## src/rtl/dgate_pkg.sv

```systemverilog
package dgate_pkg;
    localparam logic [1:0] SER_NONE    = 2'd0;
    localparam logic [1:0] SER_CMPL    = 2'd1;
    localparam logic [1:0] SER_REFETCH = 2'd2;

    typedef struct packed {
        logic disp0;
        logic disp1;
    } strobe_t;
endpackage

```

## src/rtl/dgate_slot_check.sv

```systemverilog
module dgate_slot_check #(
    parameter int NUM_UNITS = 6,
    parameter int UNIT_W    = 3,
    parameter int NEED_W    = 2,
    parameter int FREE_W    = 4,
    parameter int CQ_W      = 3
) (
    input  logic                 valid,
    input  logic [UNIT_W-1:0]    unit,
    input  logic [NEED_W-1:0]    gpr_need,
    input  logic [NEED_W-1:0]    fpr_need,
    input  logic [NUM_UNITS-1:0] busy,
    input  logic [FREE_W-1:0]    gpr_avail,
    input  logic [FREE_W-1:0]    fpr_avail,
    input  logic [CQ_W-1:0]      cq_avail,
    output logic                 ok
);
    localparam int CMP_W = ((FREE_W > NEED_W) ? FREE_W : NEED_W) + 1;

    logic [NUM_UNITS-1:0] hit_free;
    logic                 unit_ok;
    logic                 gpr_ok;
    logic                 fpr_ok;

    // One comparator per unit; an ID outside the range matches none of them.
    for (genvar i = 0; i < NUM_UNITS; i++) begin : g_unit
        assign hit_free[i] = (unit == UNIT_W'(i)) && !busy[i];
    end

    always_comb begin
        unit_ok = |hit_free;
        gpr_ok  = CMP_W'(gpr_need) <= CMP_W'(gpr_avail);
        fpr_ok  = CMP_W'(fpr_need) <= CMP_W'(fpr_avail);
        ok      = valid && unit_ok && gpr_ok && fpr_ok && (cq_avail != '0);
    end
endmodule

```

## src/rtl/dgate_remainder.sv

```systemverilog
module dgate_remainder #(
    parameter int NUM_UNITS = 6,
    parameter int UNIT_W    = 3,
    parameter int NEED_W    = 2,
    parameter int FREE_W    = 4,
    parameter int CQ_W      = 3
) (
    input  logic [UNIT_W-1:0]    s0_unit,
    input  logic [NEED_W-1:0]    s0_gpr_need,
    input  logic [NEED_W-1:0]    s0_fpr_need,
    input  logic [NUM_UNITS-1:0] busy_in,
    input  logic [FREE_W-1:0]    gpr_in,
    input  logic [FREE_W-1:0]    fpr_in,
    input  logic [CQ_W-1:0]      cq_in,
    output logic [NUM_UNITS-1:0] busy_left,
    output logic [FREE_W-1:0]    gpr_left,
    output logic [FREE_W-1:0]    fpr_left,
    output logic [CQ_W-1:0]      cq_left
);
    localparam int CMP_W = ((FREE_W > NEED_W) ? FREE_W : NEED_W) + 1;

    logic [CMP_W-1:0] gpr_diff;
    logic [CMP_W-1:0] fpr_diff;

    // Slot 0 occupies its unit: mark it busy for slot 1.
    for (genvar i = 0; i < NUM_UNITS; i++) begin : g_claim
        assign busy_left[i] = busy_in[i] || (s0_unit == UNIT_W'(i));
    end

    always_comb begin
        gpr_diff = CMP_W'(gpr_in) - CMP_W'(s0_gpr_need);
        fpr_diff = CMP_W'(fpr_in) - CMP_W'(s0_fpr_need);
        // Saturate at zero; a shortfall already blocks slot 0 and hence slot 1.
        gpr_left = gpr_diff[CMP_W-1] ? '0 : gpr_diff[FREE_W-1:0];
        fpr_left = fpr_diff[CMP_W-1] ? '0 : fpr_diff[FREE_W-1:0];
        cq_left  = (cq_in == '0) ? '0 : cq_in - CQ_W'(1);
    end
endmodule

```

## src/rtl/dispatch_gate.sv

```systemverilog
module dispatch_gate
    import dgate_pkg::*;
#(
    parameter int NUM_UNITS = 6,
    parameter int UNIT_W    = 3,
    parameter int NEED_W    = 2,
    parameter int FREE_W    = 4,
    parameter int CQ_W      = 3,
    parameter bit REG_OUT   = 1'b1
) (
    input  logic                 clk,
    input  logic                 rst_n,
    input  logic                 s0_valid,
    input  logic [UNIT_W-1:0]    s0_unit,
    input  logic [NEED_W-1:0]    s0_gpr_need,
    input  logic [NEED_W-1:0]    s0_fpr_need,
    input  logic [1:0]           s0_ser,
    input  logic                 s1_valid,
    input  logic [UNIT_W-1:0]    s1_unit,
    input  logic [NEED_W-1:0]    s1_gpr_need,
    input  logic [NEED_W-1:0]    s1_fpr_need,
    input  logic [1:0]           s1_ser,
    input  logic [NUM_UNITS-1:0] unit_busy,
    input  logic [FREE_W-1:0]    gpr_free,
    input  logic [FREE_W-1:0]    fpr_free,
    input  logic [CQ_W-1:0]      cq_free,
    input  logic                 cser_active,
    output logic                 disp0,
    output logic                 disp1
);
    localparam int SUM_W = ((FREE_W > NEED_W) ? FREE_W : NEED_W) + 2;

    logic                 ok0_raw;
    logic                 ok1_raw;
    logic [NUM_UNITS-1:0] busy_left;
    logic [FREE_W-1:0]    gpr_left;
    logic [FREE_W-1:0]    fpr_left;
    logic [CQ_W-1:0]      cq_left;
    strobe_t              strobe_d;
    logic                 s1_ser_unused;

    // The slot 1 class only matters once it moves into slot 0.
    assign s1_ser_unused = ^s1_ser;

    dgate_slot_check #(
        .NUM_UNITS(NUM_UNITS), .UNIT_W(UNIT_W), .NEED_W(NEED_W),
        .FREE_W(FREE_W), .CQ_W(CQ_W)
    ) u_chk0 (
        .valid(s0_valid), .unit(s0_unit),
        .gpr_need(s0_gpr_need), .fpr_need(s0_fpr_need),
        .busy(unit_busy), .gpr_avail(gpr_free), .fpr_avail(fpr_free),
        .cq_avail(cq_free), .ok(ok0_raw)
    );

    dgate_remainder #(
        .NUM_UNITS(NUM_UNITS), .UNIT_W(UNIT_W), .NEED_W(NEED_W),
        .FREE_W(FREE_W), .CQ_W(CQ_W)
    ) u_rem (
        .s0_unit(s0_unit), .s0_gpr_need(s0_gpr_need), .s0_fpr_need(s0_fpr_need),
        .busy_in(unit_busy), .gpr_in(gpr_free), .fpr_in(fpr_free), .cq_in(cq_free),
        .busy_left(busy_left), .gpr_left(gpr_left), .fpr_left(fpr_left),
        .cq_left(cq_left)
    );

    dgate_slot_check #(
        .NUM_UNITS(NUM_UNITS), .UNIT_W(UNIT_W), .NEED_W(NEED_W),
        .FREE_W(FREE_W), .CQ_W(CQ_W)
    ) u_chk1 (
        .valid(s1_valid), .unit(s1_unit),
        .gpr_need(s1_gpr_need), .fpr_need(s1_fpr_need),
        .busy(busy_left), .gpr_avail(gpr_left), .fpr_avail(fpr_left),
        .cq_avail(cq_left), .ok(ok1_raw)
    );

    // Next-value logic: in-order chaining and serialization gating.
    always_comb begin
        strobe_d       = '0;
        strobe_d.disp0 = ok0_raw && !cser_active;
        strobe_d.disp1 = strobe_d.disp0 && ok1_raw && (s0_ser == SER_NONE);
    end

    if (REG_OUT) begin : g_reg
        strobe_t strobe_q;

        always_ff @(posedge clk) begin
            if (!rst_n) strobe_q <= '0;
            else        strobe_q <= strobe_d;
        end

        assign disp0 = strobe_q.disp0;
        assign disp1 = strobe_q.disp1;

        p_cser_blocks_r4: assert property (@(posedge clk) disable iff (!rst_n)
            disp0 |-> !$past(cser_active));
        p_pair_order_r5: assert property (@(posedge clk) disable iff (!rst_n)
            disp1 |-> disp0);
        p_serial_blocks_r6: assert property (@(posedge clk) disable iff (!rst_n)
            disp1 |-> ($past(s0_ser) == SER_NONE));
        p_distinct_units_r7: assert property (@(posedge clk) disable iff (!rst_n)
            disp1 |-> ($past(s0_unit) != $past(s1_unit)));
        p_rename_sum_r8: assert property (@(posedge clk) disable iff (!rst_n)
            disp1 |-> ((SUM_W'($past(s0_gpr_need)) + SUM_W'($past(s1_gpr_need)))
                       <= SUM_W'($past(gpr_free))));
        p_cq_dual_r9: assert property (@(posedge clk) disable iff (!rst_n)
            disp1 |-> ($past(cq_free) >= CQ_W'(2)));
        p_unit_range_r11: assert property (@(posedge clk) disable iff (!rst_n)
            disp0 |-> (32'($past(s0_unit)) < NUM_UNITS));
    end else begin : g_comb
        assign disp0 = strobe_d.disp0;
        assign disp1 = strobe_d.disp1;

        always_comb begin
            a_pair_order_r5: assert (!(disp1 && !disp0));
        end
    end
endmodule

```

## config.mk

```make
export PLATFORM = sky130hd
export DESIGN_NAME = dispatch_gate
export DESIGN_NICKNAME = d
export VERILOG_FILES = /design/src/rtl/dgate_pkg.sv /design/src/rtl/dgate_slot_check.sv /design/src/rtl/dgate_remainder.sv /design/src/rtl/dispatch_gate.sv
export SDC_FILE = /design/constraint.sdc
export NUM_CORES = 1
export LEC_CHECK = 0
export ABC_AREA = 0
export CAP_MARGIN = 10
export CORE_MARGIN = 5
export CORE_UTILIZATION = 33
export CTS_BUF_LIST = sky130_fd_sc_hd__clkbuf_4
export CTS_CLUSTER_SIZE = 12
export DETAILED_ROUTE_END_ITERATION = 6
export HOLD_SLACK_MARGIN = 0.06
export PLACE_DENSITY = 0.77
export RECOVER_POWER = 50
export REMOVE_ABC_BUFFERS = 1
export SYNTH_ARGS = -nofsm -noshare
export SYNTH_HDL_FRONTEND = slang
export SYNTH_SLANG_ARGS = --single-unit
```

## constraint.sdc

```tcl
create_clock -name clk -period 1.9 [get_ports clk]
set_input_delay 0.19 -clock clk [delete_from_list [all_inputs] [get_ports clk]]
set_output_delay 0.19 -clock clk [all_outputs]
set_load 0.02 [all_outputs]
```

==> results of run 1 <==
-- final cells by class --
class,count,area (sq um),share of cell area
Clock buffer,3,22.5,0.0192
Inverter,13,48.8,0.0417
Multi-Input combinational cell,68,608,0.519
Sequential cell,2,40.0,0.0342
Tap cell,27,33.8,0.0288
Timing Repair Buffer,46,418,0.357
-- synthesized netlist by cell type --
cell type / count / area, sq um
o211ai_1: 1 / 7.51
o2111a_1: 1 / 11.3
nand3b_1: 1 / 7.51
inv_1: 13 / 48.8
o21ai_0: 2 / 10.0
xor2_1: 3 / 26.3
ha_1: 10 / 125
and4bb_2: 1 / 12.5
o31ai_1: 2 / 15.0
or2_2: 1 / 6.26
mux4_2: 1 / 22.5
a22oi_1: 1 / 7.51
nand3_1: 2 / 10.0
mux2i_1: 3 / 30.0
nand2b_1: 5 / 31.3
nor3b_1: 4 / 30.0
buf_6: 1 / 11.3
nor2_1: 9 / 33.8
nor3_1: 4 / 20.0
fa_1: 2 / 40.0
a221oi_1: 2 / 17.5
and4_4: 1 / 11.3
dfxtp_1: 2 / 40.0
nand2_1: 4 / 15.0
o311ai_0: 1 / 8.76
nor4b_1: 2 / 17.5
a21oi_1: 5 / 25.0
-- routing by layer --
metal	vias to the layer above	share of wire	GRT usage
met2	19	0.56	0.274
met4	0	0.017	0.0622
met3	4	0.037	0.0194
met5	-	0	0
li1	399	-	-
met1	364	0.39	0.143
-- cells by family (layout without fill, tap and decap cells) --
group	Yosys count	after routing	synth area share
XOR/XNOR	3	3	0.0409
multiplexers	4	4	0.0819
AO/OA/AOI/OAI	15	15	0.160
adder cells (fa/ha/maj)	12	12	0.257
buffers and inverters	14	62	0.0936
flip-flops	2	2	0.0624
AND/OR/NAND/NOR	34	34	0.304
-- power groups by stage --
stage | Combinational (mW) | Sequential, mW | Clock [mW]
after CTS | 0.247 | 0.0431 | 0.0989
final | 0.248 | 0.0431 | 0.0956
after detailed placement | 0.223 | 0.0436 | 0
after floorplan | 0.0963 | 0.0443 | 0
after global placement | 0.214 | 0.0436 | 0
after global routing | 0.273 | 0.0431 | 0.103
-- critical path: stages --
cell	delay, ps
buf_2	100
inv_2	50
ha_4	130
inv_2	40
fa_2	340
nor3_2	150
nand2b_1	140
ha_1	230
a21oi_1	150
a221oi_1	60
a22oi_1	190
o2111a_1	190
-- registers in the layout, indices dropped and copies added, names as in the netlist --
name / flops
disp1: 1
disp0: 1
-- timing repair --
item,4_1_cts,5_1_grt
pin swaps,12,7
buffers inserted,1,0
gates resized for setup,33,1
endpoints found under the setup margin,1,1
-- final timing paths --
check	start	to	slack, ps	depth (start not counted)
worst max-delay path	gpr_free[0]	disp1$_SDFF_PN0_	120	12
worst min-delay path	s0_fpr_need[0]	disp0$_SDFF_PN0_	580	5
-- metrics by stage --
stage          utilization  instance area, sq um  hold slack (ps)  setup slack, ps  cells
3_3_place_gp         0.578                  1100              868             -587    155
2_1_floorplan            -                   631              378            -40.9     83
6_report             0.616                  1170              577              124    159
3_5_place_dp         0.578                  1100              872             -634    155
5_1_grt              0.616                  1170              604             12.8    159
4_1_cts              0.613                  1160              569             6.28    159
==> impl_metrics.toml, run 1 <==
[floorplanning]
dieHeight_um = 54.1
design.die.area_sq_um = 2930
core_sq_um = 1900
fp.dieW_um = 54.1
start_util = 0.338
rows = 16
ios = 42

[power]
intPower_mw = 0.259
powerDensity_nw_per_um2 = 330
finalPower_mw = 0.386
vdd_drop_max_mv = 0.228
leakage_nw = 0.509
p_sw_mw = 0.127
sw_frac_of_total = 0.329
seq_power_share = 0.111
comb_power_share = 0.641
power.share.clock = 0.247

[clocking]
numCtsBuffers = 3
clkTransAtPathRegs_ps = 30
cts_buffer_depth = 2
root_buffer = "clkbuf_4"
holdBufCountCts = 0
clock_sinks = 2
tritoncts = "yes"
ctsHtreeMaxLevel = 1

[finish]
final_common_cell = "clkdlybuf4s50_1"
diodes = 0
fin_nets = 186
mostFrequentLayoutCells = "clkdlybuf4s50_1, nor2_1, inv_1, ha_1, buf_4"
drive_gt1_frac = 0.250
fillers = 174
syn2layout_area_growth_pct = 82.5

[route]
route.antenna.remaining_nets = 0
routed_wl_um = 2000
drc = 0
drt_iter0_drc = 5
viasPerCell = 4.94
num_vias = 786
drt_pass1_iterations = 3
routedWlPerCell_um = 12.6

[yosys]
synthesis.instances = 84
synth-warning-count = 0
synth.distinct_cells = 27
avgSynthCellArea_sq_um = 7.64
ys_seq_area_frac = 0.0624
yosys_register_bits = 2
syn-cell-area_sq_um = 642

[setup_path]
crit_type = "in -> reg"
start_kind = "input pin"
cp-end-kind = "flop"
cp.required_ps = 2070
worstPathMaxFanout = 2
arrival_ps = 1940

[placement]
gp_congestion = 0.824
io_buffers = 39
hpwl_um = 1740

[sta]
fmax_mhz = 563
tightest_slew_ps = 311
setup_viol = 0
fin_crit_ps = 1780
finalSetupTns_ps = 0
period_share = 0.935
max-slew-margin-rel = 0.790
finalHoldViolCount = 0
slew_viol_final = 0
grt_setup_unrepaired = "no"

[grt]
grt_pass1_vias = 793
grt-ovfl-total = 0
grt_pass1_wl_um = 3000
grt_antenna_before_repair = 0
track_usage = 0.140
grt_max_degree = 7

[flow_run]
drv_cap = 0

[outcome]
status = "finished, final reports clean"

[worst_hold_path]
hp-class = "in -> reg"
Note: power is estimated with default switching activity, not from simulation.
==> run 2: changes to the inputs <==
--- a/config.mk
+++ b/config.mk
@@ -7,11 +7,13 @@
 export LEC_CHECK = 0
 export ABC_AREA = 0
 export CAP_MARGIN = 10
+export CORE_ASPECT_RATIO = 1.5
 export CORE_MARGIN = 5
 export CORE_UTILIZATION = 33
 export CTS_BUF_LIST = sky130_fd_sc_hd__clkbuf_4
 export CTS_CLUSTER_SIZE = 12
 export DETAILED_ROUTE_END_ITERATION = 6
+export GPL_TIMING_DRIVEN = 1
 export HOLD_SLACK_MARGIN = 0.06
 export PLACE_DENSITY = 0.77
 export RECOVER_POWER = 50
==> impl_metrics.toml, run 2 (synthesis gave the netlist of run 1 again) <==
[outcome]
status = "finished, final reports clean"

[setup_path]
worstPathMaxFanout = 2
crit_top_cell = "ha_4"
start_kind = "input pin"
arrival_ps = 2040
critical_path_cell_count = 12
crit_family = "adder cells"
crit_path_max_incr_delay_ps = 410
cp.required_ps = 2080
crit_chain = "buf_6, inv_2, ha_4, inv_4, fa_2, nor3_4, nand2b_4, ha_4, a21oi_2, a221oi_2, a22oi_1, o2111a_1"
crit_slowest_cell = "fa_2"
crit_type = "in -> reg"
timing.critical_path.to = "disp1$_SDFF_PN0_"
crit_buf_inv = 3
critPathLaunch = "gpr_free[0]"
cp-end-kind = "flop"

[clocking]
cts_buffer_depth = 2
clock_sinks = 2
root_buffer = "clkbuf_4"
numCtsBuffers = 3
clkTransAtPathRegs_ps = 30
ctsHtreeMaxLevel = 1
holdBufCountCts = 0
tritoncts = "yes"

[placement]
dp_cells = 151
gp_congestion = 0.873
dp_slack_ps = -691
hpwl_um = 1830
io_buffers = 39
dpl_cell_area_sq_um = 1110

[floorplanning]
ios = 42
dieHeight_um = 64.0
rows = 19
fp.dieW_um = 46.0
design.die.area_sq_um = 2950
start_util = 0.346
core_sq_um = 1850

[power]
vdd_drop_max_mv = 0.176
finalPower_mw = 0.436
powerDensity_nw_per_um2 = 354
leakage_nw = 0.526

[finish]
diodes = 0
final_common_cell = "clkdlybuf4s50_1"
syn2layout_area_growth_pct = 91.8
drive_gt1_frac = 0.291
fin_nets = 188
stdcell_count = 155
mostFrequentLayoutCells = "clkdlybuf4s50_1, nor2_1, buf_4, inv_1, ha_1"
stdcell_area_sq_um = 1230

[grt]
grt-ovfl-total = 0
grt_pass1_wl_um = 3570
grt_antenna_before_repair = 0
grt_pass1_vias = 894
grt_max_degree = 7
track_usage = 0.160

[sta]
period_share = 0.982
max-slew-margin-rel = 0.800
fin_crit_ps = 1860
finalHoldViolCount = 0
fmax_mhz = 536
tightest_slew_ps = 297
worst_slack_ps = 35.0
slew_viol_final = 0
setup_viol = 0

[route]
num_vias = 826
drc = 0
routedWlPerCell_um = 15.0
viasPerCell = 5.33
route.antenna.remaining_nets = 0
routed_wl_um = 2320
drt_pass1_iterations = 4
drt_iter0_drc = 14

[worst_hold_path]
hp-class = "in -> reg"

[flow_run]
drv_cap = 0
[run 2: worst min path at each step]
stage	start	end	cells past startpoint	slack, ps
detailed placement	s0_ser[0]	disp1$_SDFF_PN0_	3	870
finish	s0_gpr_need[0]	disp0$_SDFF_PN0_	5	580
global placement	s0_ser[1]	disp1$_SDFF_PN0_	3	870
CTS	s0_gpr_need[0]	disp0$_SDFF_PN0_	5	570
global route	s0_fpr_need[0]	disp0$_SDFF_PN0_	5	620
floorplan	s0_ser[1]	disp1$_SDFF_PN0_	2	380
[run 2: through the flow]
step	setup TNS, ps	util	hold WS (ps)
finish	0	0.664	581
global route	-0.695	0.664	619
CTS	0	0.626	568
detailed placement	-691	0.597	866
global placement	-675	0.597	870
floorplan	-40.9	-	378
[run 2: repair_timing]
item / CTS / global route
resized for setup: 29 / 12
buffers inserted: 0 / 1
pin swaps: 13 / 13
endpoints found under the setup margin: 1 / 1
endpoints found under the hold margin: 0 / 0
[run 2: area by class of cell]
| cell class | count | area (sq um) |
|---|---|---|
| multi-input combinational | 68 | 652 |
| fill | 152 | 623 |
| timing repair buffer | 48 | 439 |
| inverter | 13 | 51.3 |
| sequential | 2 | 40.0 |
| tap | 21 | 26.3 |
| clock buffer | 3 | 22.5 |
[run 2: routing by layer]
layer / vias up / wire length [um] / GRT usage
li1: 403 / - / -
met1: 381 / 733 / 0.142
met2: 34 / 1360 / 0.312
met3: 8 / 163 / 0.0253
met4: 0 / 67 / 0.0819
met5: - / 0 / 0
[run 2: report_power, final]
part	internal, mW	leakage (nW)	switching, mW
Clock	0.0703	0.0138	0.0309
Combinational	0.171	0.496	0.121
Sequential	0.0429	0.0161	0.000142
==> run 3: changes to the inputs <==
--- a/config.mk
+++ b/config.mk
@@ -9,13 +9,12 @@
 export CAP_MARGIN = 10
 export CORE_ASPECT_RATIO = 1.5
 export CORE_MARGIN = 5
-export CORE_UTILIZATION = 33
-export CTS_BUF_LIST = sky130_fd_sc_hd__clkbuf_4
+export CORE_UTILIZATION = 32
 export CTS_CLUSTER_SIZE = 12
 export DETAILED_ROUTE_END_ITERATION = 6
 export GPL_TIMING_DRIVEN = 1
 export HOLD_SLACK_MARGIN = 0.06
-export PLACE_DENSITY = 0.77
+export PLACE_DENSITY = 0.75
 export RECOVER_POWER = 50
 export REMOVE_ABC_BUFFERS = 1
 export SYNTH_ARGS = -nofsm -noshare
==> impl_metrics.toml, run 3 (synthesis gave the netlist of run 1 again) <==
[grt]
met3_usage = 0.0222
use_met2 = 0.312
grt.busiest_layer = "met2"
grt_pass1_wl_um = 3520
grt_antenna_before_repair = 0
grt_max_degree = 7
grt-ovfl-total = 0
use_met1 = 0.135
track_usage = 0.157
grt_pass1_vias = 911

[floorplanning]
fp.dieW_um = 46.6
dieHeight_um = 64.9
design.die.area_sq_um = 3020
start_util = 0.325
rows = 20
ios = 42
core_sq_um = 1980

[sta]
finalHoldViolCount = 0
hold_ws_ps = 549
fmax_mhz = 537
max-slew-margin-rel = 0.762
setup_viol = 0
grt_setup_unrepaired = "yes"
finalSetupTns_ps = 0
fin_crit_ps = 1860
slew_viol_final = 0
period_share = 0.979
tightest_slew_ps = 352

[finish]
drive_gt1_frac = 0.309
utilization = 0.630
mostFrequentLayoutCells = "clkdlybuf4s50_1, buf_4, nor2_1, inv_1, ha_1"
fin_nets = 190
diodes = 0
final_common_cell = "clkdlybuf4s50_1"
syn2layout_area_growth_pct = 94.0

[route]
drt_iter0_drc = 2
drc = 0
viasPerCell = 5.08
num_vias = 802
route.antenna.remaining_nets = 0
routedWlPerCell_um = 13.8
drt_pass1_iterations = 3
routed_wl_um = 2180

[placement]
io_buffers = 39
hpwl_um = 1810
gp_congestion = 0.775

[setup_path]
start_kind = "input pin"
arrival_ps = 2040
worstPathMaxFanout = 2
cp-end-kind = "flop"
crit_type = "in -> reg"
critPathLaunch = "gpr_free[0]"
cp.required_ps = 2080

[clocking]
clkTransAtPathRegs_ps = 30
ctsHtreeMaxLevel = 1
clock_sinks = 2
cts_buffer_depth = 2
numCtsBuffers = 3
root_buffer = "clkbuf_4"
tritoncts = "yes"
holdBufCountCts = 0

[power]
intPower_mw = 0.279
power.share.clock = 0.243
powerDensity_nw_per_um2 = 342
finalPower_mw = 0.425
seq_power_share = 0.101
p_sw_mw = 0.146
sw_frac_of_total = 0.344
leakage_nw = 0.538
comb_power_share = 0.656
vdd_drop_max_mv = 0.189

[worst_hold_path]
hp-class = "in -> reg"
min_from = "s0_gpr_need[0]"

[flow_run]
drv_cap = 0

[outcome]
status = "finished, final reports clean"
[run 3: timing repair]
item,CTS,global route
endpoints found under the setup margin,1,1
pin swaps,12,11
resized for setup,28,14
setup buffers,1,0
[run 3: final cells by class]
class | instances | area [sq um]
Clock buffer | 3 | 22.5
Timing Repair Buffer | 50 | 458
Tap cell | 22 | 27.5
Multi-Input combinational cell | 68 | 643
Inverter | 13 | 53.8
Fill cell | 176 | 732
Sequential cell | 2 | 40.0
[run 3: final timing paths]
kind	to	cells past startpoint	slack, ps
max	disp1$_SDFF_PN0_	12	40
min	disp0$_SDFF_PN0_	5	550
[run 3: critical path, stage by stage]
cell,delay (ps)
buf_2,110
inv_2,60
ha_4,130
inv_2,40
fa_2,390
nor3_2,150
nand2b_1,180
ha_4,220
a21oi_2,140
a221oi_2,40
a22oi_1,200
o2111a_1,190
[run 3: per-layer routing]
metal	up-vias	part of all wire	wire length, um
li1	405	-	-
met5	-	0	0
met4	0	0.017	38
met2	31	0.57	1240
met1	362	0.35	756
met3	4	0.067	147
[run 3: per-stage QoR]
stage / area [sq um] / instances / setup slack, ps
4_1_cts: 1200 / 158 / 0.371
5_1_grt: 1240 / 158 / -59.7
3_5_place_dp: 1120 / 154 / -661
2_1_floorplan: 631 / 83 / -40.9
3_3_place_gp: 1120 / 154 / -621
6_report: 1240 / 158 / 39.1
[run 3: power groups by stage]
stage               logic [mW]  registers, mW  clock network (mW)
finish                   0.279         0.0429               0.103
global route             0.307         0.0429               0.107
CTS                      0.256         0.0429               0.111
detailed placement       0.230         0.0436                   0
global placement         0.222         0.0435                   0
floorplan               0.0963         0.0443                   0
